**src/rtl/imm_exec_pkg.sv**
```systemverilog
package imm_exec_pkg;

   localparam int unsigned OPC_W = 4;

   localparam logic [OPC_W-1:0] OPC_LOAD = 4'h8;
   localparam logic [OPC_W-1:0] OPC_CLR  = 4'h9;
   localparam logic [OPC_W-1:0] OPC_ADD  = 4'hA;
   localparam logic [OPC_W-1:0] OPC_SET  = 4'hB;
   localparam logic [OPC_W-1:0] OPC_SUB  = 4'hF;

   typedef enum logic [2:0] {
      OP_NONE,
      OP_LOAD,
      OP_CLR,
      OP_SET,
      OP_ADD,
      OP_SUB
   } imm_op_e;

endpackage

```
**src/rtl/imm_decode.sv**
```systemverilog
module imm_decode
   import imm_exec_pkg::*;
#(
   parameter int unsigned ADDR_W = 4,
   parameter int unsigned IMM_W  = 8,
   localparam int unsigned INSTR_W = OPC_W + ADDR_W + IMM_W
) (
   input  logic [INSTR_W-1:0] instr,
   input  logic               valid,
   output imm_op_e            op,
   output logic               hit,
   output logic [ADDR_W-1:0]  reg_idx,
   output logic [IMM_W-1:0]   imm
);

   logic [OPC_W-1:0] opc;

   assign opc     = instr[INSTR_W-1 -: OPC_W];
   assign reg_idx = instr[IMM_W +: ADDR_W];
   assign imm     = instr[IMM_W-1:0];

   always_comb begin
      unique case (opc)
         OPC_LOAD: op = OP_LOAD;
         OPC_CLR:  op = OP_CLR;
         OPC_SET:  op = OP_SET;
         OPC_ADD:  op = OP_ADD;
         OPC_SUB:  op = OP_SUB;
         default:  op = OP_NONE;
      endcase
   end

   assign hit = valid && (op != OP_NONE);

endmodule

```
**src/rtl/imm_alu.sv**
```systemverilog
module imm_alu
   import imm_exec_pkg::*;
#(
   parameter int unsigned DATA_W       = 16,
   parameter int unsigned IMM_W        = 8,
   parameter bit          SHARED_ADDER = 1'b1
) (
   input  imm_op_e            op,
   input  logic [DATA_W-1:0]  opnd,
   input  logic [IMM_W-1:0]   imm,
   output logic [DATA_W-1:0]  result
);

   localparam int unsigned HI_W = DATA_W - IMM_W;

   logic [DATA_W-1:0] imm_ext;
   logic [DATA_W-1:0] arith;

   assign imm_ext = {{HI_W{1'b0}}, imm};

   generate
      if (SHARED_ADDER) begin : g_shared
         // -(k+1) equals ~k, so one adder covers both directions.
         logic              is_sub;
         logic [DATA_W-1:0] addend;
         logic [DATA_W-1:0] carry_in;
         assign is_sub   = (op == OP_SUB);
         assign addend   = is_sub ? ~imm_ext : imm_ext;
         assign carry_in = {{(DATA_W-1){1'b0}}, ~is_sub};
         assign arith    = opnd + addend + carry_in;
      end else begin : g_split
         logic [DATA_W-1:0] up;
         logic [DATA_W-1:0] down;
         assign up    = opnd + imm_ext + {{(DATA_W-1){1'b0}}, 1'b1};
         assign down  = opnd - imm_ext - {{(DATA_W-1){1'b0}}, 1'b1};
         assign arith = (op == OP_SUB) ? down : up;
      end
   endgenerate

   always_comb begin
      unique case (op)
         OP_LOAD: result = {opnd[DATA_W-1:IMM_W], imm};
         OP_CLR:  result = opnd & ~imm_ext;
         OP_SET:  result = opnd | imm_ext;
         OP_ADD,
         OP_SUB:  result = arith;
         default: result = opnd;
      endcase
   end

endmodule

```
**src/rtl/imm_wb.sv**
```systemverilog
module imm_wb #(
   parameter int unsigned DATA_W = 16,
   parameter int unsigned ADDR_W = 4
) (
   input  logic              clk,
   input  logic              rst_n,
   input  logic              wr_req,
   input  logic [ADDR_W-1:0] wr_idx,
   input  logic [DATA_W-1:0] wr_val,
   output logic              we_q,
   output logic [ADDR_W-1:0] waddr_q,
   output logic [DATA_W-1:0] wdata_q,
   output logic              redir_q
);

   logic to_pc;

   assign to_pc = wr_req && (wr_idx == '0);

   always_ff @(posedge clk or negedge rst_n) begin
      if (!rst_n) begin
         we_q    <= 1'b0;
         waddr_q <= '0;
         wdata_q <= '0;
         redir_q <= 1'b0;
      end else begin
         we_q    <= wr_req;
         redir_q <= to_pc;
         if (wr_req) begin
            waddr_q <= wr_idx;
            wdata_q <= wr_val;
         end
      end
   end

   p_redir_pc_r9: assert property (@(posedge clk) disable iff (!rst_n)
      redir_q |-> (we_q && (waddr_q == '0)));

   p_one_cycle_r7: assert property (@(posedge clk) disable iff (!rst_n)
      !wr_req |=> !we_q);

endmodule

```
**src/rtl/imm_exec_unit.sv**
```systemverilog
module imm_exec_unit
   import imm_exec_pkg::*;
#(
   parameter int unsigned DATA_W       = 16,
   parameter int unsigned NREG         = 16,
   parameter int unsigned IMM_W        = 8,
   parameter bit          SHARED_ADDER = 1'b1,
   localparam int unsigned ADDR_W  = $clog2(NREG),
   localparam int unsigned INSTR_W = OPC_W + ADDR_W + IMM_W
) (
   input  logic               clk,
   input  logic               rst_n,
   input  logic               in_valid,
   input  logic [INSTR_W-1:0] in_instr,
   output logic [ADDR_W-1:0]  rf_raddr,
   input  logic [DATA_W-1:0]  rf_rdata,
   output logic               rf_we,
   output logic [ADDR_W-1:0]  rf_waddr,
   output logic [DATA_W-1:0]  rf_wdata,
   output logic               redir_valid,
   output logic [DATA_W-1:0]  redir_addr
);

   localparam int unsigned HI_W = DATA_W - IMM_W;

   generate
      if (IMM_W >= DATA_W) begin : g_bad_imm
         $error("imm_exec_unit: IMM_W must be narrower than DATA_W");
      end
      if (NREG < 2 || NREG != (1 << ADDR_W)) begin : g_bad_nreg
         $error("imm_exec_unit: NREG must be a power of two of at least 2");
      end
   endgenerate

   imm_op_e           op;
   logic              hit;
   logic [ADDR_W-1:0] reg_idx;
   logic [IMM_W-1:0]  imm;
   logic              fwd;
   logic [DATA_W-1:0] opnd;
   logic [DATA_W-1:0] result;

   imm_decode #(
      .ADDR_W (ADDR_W),
      .IMM_W  (IMM_W)
   ) u_dec (
      .instr   (in_instr),
      .valid   (in_valid),
      .op      (op),
      .hit     (hit),
      .reg_idx (reg_idx),
      .imm     (imm)
   );

   assign rf_raddr = reg_idx;

   // The file commits rf_wdata only at the end of this cycle: bypass it.
   assign fwd  = rf_we && (rf_waddr == reg_idx);
   assign opnd = fwd ? rf_wdata : rf_rdata;

   imm_alu #(
      .DATA_W       (DATA_W),
      .IMM_W        (IMM_W),
      .SHARED_ADDER (SHARED_ADDER)
   ) u_alu (
      .op     (op),
      .opnd   (opnd),
      .imm    (imm),
      .result (result)
   );

   imm_wb #(
      .DATA_W (DATA_W),
      .ADDR_W (ADDR_W)
   ) u_wb (
      .clk     (clk),
      .rst_n   (rst_n),
      .wr_req  (hit),
      .wr_idx  (reg_idx),
      .wr_val  (result),
      .we_q    (rf_we),
      .waddr_q (rf_waddr),
      .wdata_q (rf_wdata),
      .redir_q (redir_valid)
   );

   assign redir_addr = rf_wdata;

   logic [OPC_W-1:0]  opc_in;
   logic [DATA_W-1:0] imm_wide;
   assign opc_in   = in_instr[INSTR_W-1 -: OPC_W];
   assign imm_wide = {{HI_W{1'b0}}, in_instr[IMM_W-1:0]};

   p_quiet_r8: assert property (@(posedge clk) disable iff (!rst_n)
      !(in_valid && (opc_in == OPC_LOAD || opc_in == OPC_CLR || opc_in == OPC_SET
                     || opc_in == OPC_ADD || opc_in == OPC_SUB))
      |=> (!rf_we && !redir_valid));

   p_waddr_r7: assert property (@(posedge clk) disable iff (!rst_n)
      (in_valid && opc_in == OPC_ADD) |=> (rf_we && rf_waddr == $past(rf_raddr)));

   p_add_r5: assert property (@(posedge clk) disable iff (!rst_n)
      (in_valid && opc_in == OPC_ADD)
      |=> (rf_wdata == $past(opnd) + $past(imm_wide) + {{(DATA_W-1){1'b0}}, 1'b1}));

   p_sub_r6: assert property (@(posedge clk) disable iff (!rst_n)
      (in_valid && opc_in == OPC_SUB)
      |=> (rf_wdata == $past(opnd) - $past(imm_wide) - {{(DATA_W-1){1'b0}}, 1'b1}));

   p_high_keep_r2: assert property (@(posedge clk) disable iff (!rst_n)
      (in_valid && (opc_in == OPC_LOAD || opc_in == OPC_CLR || opc_in == OPC_SET))
      |=> (rf_wdata[DATA_W-1:IMM_W] == $past(opnd[DATA_W-1:IMM_W])));

   p_redir_val_r9: assert property (@(posedge clk) disable iff (!rst_n)
      redir_valid |-> (redir_addr == rf_wdata && rf_we));

endmodule

```
**config.mk**
```make
export PLATFORM = sky130hd
export DESIGN_NAME = imm_exec_unit
export DESIGN_NICKNAME = d
export VERILOG_FILES = /design/src/rtl/imm_exec_pkg.sv /design/src/rtl/imm_decode.sv /design/src/rtl/imm_alu.sv /design/src/rtl/imm_wb.sv /design/src/rtl/imm_exec_unit.sv
export SDC_FILE = /design/constraint.sdc
export NUM_CORES = 1
export LEC_CHECK = 0
export ABC_AREA = 1
export BUFFER_PORTS_ARGS = -buffer_cell sky130_fd_sc_hd__buf_2
export CORE_ASPECT_RATIO = 2
export CORE_MARGIN = 10
export CORE_UTILIZATION = 35
export CTS_CLUSTER_DIAMETER = 200
export DETAILED_ROUTE_END_ITERATION = 16
export PLACE_DENSITY = 0.61
export SLEW_MARGIN = 20
export SYNTH_ARGS = -nofsm -noshare
export SYNTH_HDL_FRONTEND = slang
export SYNTH_SLANG_ARGS = --single-unit
```
**constraint.sdc**
```tcl
create_clock -name clk -period 3.35 [get_ports clk]
set_input_delay 0.1675 -clock clk [delete_from_list [all_inputs] [get_ports clk]]
set_output_delay 0.1675 -clock clk [all_outputs]
set_load 0.02 [all_outputs]
```
==> results.cfg <==
[outcome]
status = finished, final reports clean

[layout]
n_antenna_cell = 0
syn_to_final_growth_pct = 18.5
drive_gt1_share_pct = 27.0
fin_nets = 497

[cts]
worstSkewPairLatency_ns = 0.27
cts.path.max_buffers = 2
clkTransAtPathRegs_ns = 0.07
cts_max_level = 1
cts_root_buf = clkbuf_16
cts_sinks = 22
cts_tree = yes
cts_buffers = 3

[place]
io_buffers = 76
hpwl_mm = 6.64
gp_congestion = 0.911

[power_and_ir_drop]
p_switching_uw = 512
switching_share_pct = 43.0
p_per_area_nw_per_um2 = 399
p_leak_nw = 1.65
pwr-share-seq_pct = 29.9
total_power_mw = 1.19
combPwrFrac_pct = 45.1
internal_power_uw = 678
power_frac_clock_pct = 25.0
vdd_drop_max_v = 0.000166

[drt]
post_drt_wl_per_cell_um = 15.1
ant_nets = 0
drc = 0
num_vias = 2685
routed_wirelength_mm = 8.11
avgViaCountPerCell = 4.99
dr.pass1.iters = 4
dr.first_iter.drc_count = 138

[timing]
finalSetupTns_ns = 0
max_freq_ghz = 0.333
maxSlewHeadroom_pct = 35.3
min_period_ns = 3.00
final.setup_skew_ns = 0.00203
finalSetupViolations = 0
finalCritPeriodShare_pct = 89.6
tightestPinTransition_ns = 0.970
rsz0062_at_grt = false
drv_slew = 0
finalHoldViolCount = 0

[floorplan]
die_height_um = 140
io_pins = 77
coreArea_um2 = 6990
initial_core_util_pct = 36.0
die_x_um = 80.0
fp-row-count = 43
die_area_um2 = 11200

[critical_path]
critPathCaptureType = register
timing.rr.start = u_wb.waddr_q[3]$_DFFE_PN0P_
crit_required_ns = 3.54
critical_path_class = register to register
regToRegSetupSlack_ns = 0.35
cp_max_fo = 6
arrival_ns = 3.19
rr_endpoint = u_wb.wdata_q[13]$_DFFE_PN0P_
reg2regPathDepth = 17
worst_setup_path_start_kind = register

[synthesis]
ys_warn_count = 0
ys_types = 44
synth_area_um2 = 2520
avgSynthCellArea_um2 = 6.46
synthArstFlopShare_pct = 100
synth.yosys.seq_area_share_pct = 21.9
syn_nets = 438
ys.flop_type = dfrtp_1
ys_seq_elements = 22
syn_inst = 390
synth-edff-count = 0

[grt]
grt_max_degree = 25
grt_antenna_before_repair = 0
grt_pass1_wl_mm = 12.9
grt_pass1_vias = 2684
grt_usage_pct = 14.4
grt-ovfl-total = 0

[worst_hold_path]
hold_depth = 2
hold_end = u_wb.redir_q$_DFF_PN0_
min_from = in_instr[9]
hold_path.class = primary input to register

[job]
maxCapViolCount = 0
## timing repair
item                                    4_1_cts  5_1_grt
hold endpoints to repair                     22        0
gates resized for setup                       0        1
hold buffers                                  1        0
buffers inserted                              0        2
endpoints found under the setup margin        0        2
## final cells by class
| type | count | area [µm²] |
|---|---|---|
| Tap cell | 90 | 113 |
| Fill cell | 775 | 4010 |
| Clock buffer | 4 | 88.8 |
| Inverter | 66 | 250 |
| Multi-Input combinational cell | 273 | 1540 |
| Timing Repair Buffer | 83 | 448 |
| Sequential cell | 22 | 551 |
## worst max-delay path by stage
stage / start / to / slack, ns
after floorplan: u_wb.waddr_q[3]$_DFFE_PN0P_ / u_wb.wdata_q[14]$_DFFE_PN0P_ / 0.50
after global placement: u_wb.waddr_q[0]$_DFFE_PN0P_ / u_wb.wdata_q[13]$_DFFE_PN0P_ / 0.35
after detailed placement: u_wb.waddr_q[0]$_DFFE_PN0P_ / u_wb.wdata_q[13]$_DFFE_PN0P_ / 0.34
after CTS: u_wb.waddr_q[0]$_DFFE_PN0P_ / u_wb.wdata_q[13]$_DFFE_PN0P_ / 0.32
final: u_wb.waddr_q[3]$_DFFE_PN0P_ / u_wb.wdata_q[13]$_DFFE_PN0P_ / 0.35
after global routing: u_wb.waddr_q[2]$_DFFE_PN0P_ / u_wb.wdata_q[14]$_DFFE_PN0P_ / 0.05
## flip-flops by register name (all words and copies together) (netlist names)
| name | flops |
|---|---|
| u_wb.waddr_q | 4 |
| u_wb.redir_q | 1 |
| u_wb.we_q | 1 |
| u_wb.wdata_q | 16 |
## critical path, stage by stage (launching register included)
cell and delay (ns):
dfrtp_1 0.39, inv_2 0.05, nand2_2 0.05, nand2_2 0.06, nor2_4 0.18, nand3_4 0.15, buf_12 0.16, o21ai_0 0.27
ha_1 0.34, a21oi_1 0.23, o21ai_0 0.13, a221oi_1 0.36, nand2_2 0.11, nand2_1 0.10, nand2_1 0.06, nand2_1 0.05
nand3_1 0.07, a31oi_1 0.17
## synthesized netlist by cell type (all sizes together) (2+ instances only)
library cell  count  area (µm²)
nand3b            2        15.0
o21ai            33         169
a21oi            22         114
nor3              2        10.0
nand4             9        56.3
nand2            97         397
nor2             27         119
xor2              4        35.0
buf              25         184
xnor2             6        52.6
inv              66         248
clkbuf            4        15.0
a32oi             3        26.3
or2               9        56.3
nand3            26         158
a31oi             7        43.8
dfrtp            22         551
ha               12         150
o21bai            2        15.0
nor4              2        12.5
## layout by cell type (no fill, tap or decap), types with 2 or more instances in the layout
| cell type | netlist | final |
|---|---|---|
| a21oi_1 | 21 | 21 |
| a31oi_1 | 7 | 7 |
| a32oi_1 | 3 | 3 |
| buf_2 | 3 | 76 |
| buf_4 | 21 | 5 |
| clkbuf_16 | 0 | 3 |
| dfrtp_1 | 22 | 22 |
| ha_1 | 12 | 12 |
| inv_1 | 59 | 59 |
| inv_2 | 7 | 6 |
| nand2_1 | 86 | 86 |
| nand2_2 | 10 | 10 |
| nand3_1 | 22 | 22 |
| nand3_2 | 3 | 3 |
| nand3b_1 | 2 | 2 |
| nand4_1 | 9 | 9 |
| nor2_1 | 24 | 24 |
| nor2_4 | 2 | 2 |
| nor3_1 | 2 | 2 |
| nor4_1 | 2 | 2 |
| o21ai_0 | 29 | 29 |
| o21ai_1 | 3 | 3 |
| o21bai_1 | 2 | 2 |
| or2_2 | 7 | 7 |
| xnor2_1 | 6 | 6 |
| xor2_1 | 4 | 4 |
## routing by layer
layer	part of all wire [%]	up-vias	GRT usage, %
li1	-	1358	-
met1	34	1244	12.6
met2	59	68	29.8
met3	3.4	15	2.05
met4	3.0	0	5.88
met5	0	-	0
## power groups by stage
stage	logic (mW)	clock network, mW	registers (mW)
floorplan	0.351	0	0.413
global placement	0.539	0	0.360
detailed placement	0.539	0	0.362
CTS	0.542	0.303	0.357
global route	0.593	0.309	0.365
finish	0.537	0.297	0.356
## through the flow
step                      cells  hold slack, ns  setup slack, ns  area [µm²]  utilization (%)
after floorplan             390          -0.128            0.502        2520                -
after global placement      531           0.200            0.346        2860             40.8
after detailed placement    531           0.201            0.338        2860             40.8
after CTS                   536          0.0937            0.315        2960             42.3
after global routing        538           0.107           0.0506        2990             42.7
final                       538          0.0946            0.347        2990             42.7
## logic make-up after synthesis
group,share of synthesized area (%)
AOI/OAI and AO/OA,16.8
xor gates and xnor gates,3.48
adders and majority gates,6.76
buffers and inverters,17.7
DFF,21.9
muxes,0.397
and+or+nand+nor,33.0
Power figures use the tool's default switching activity.
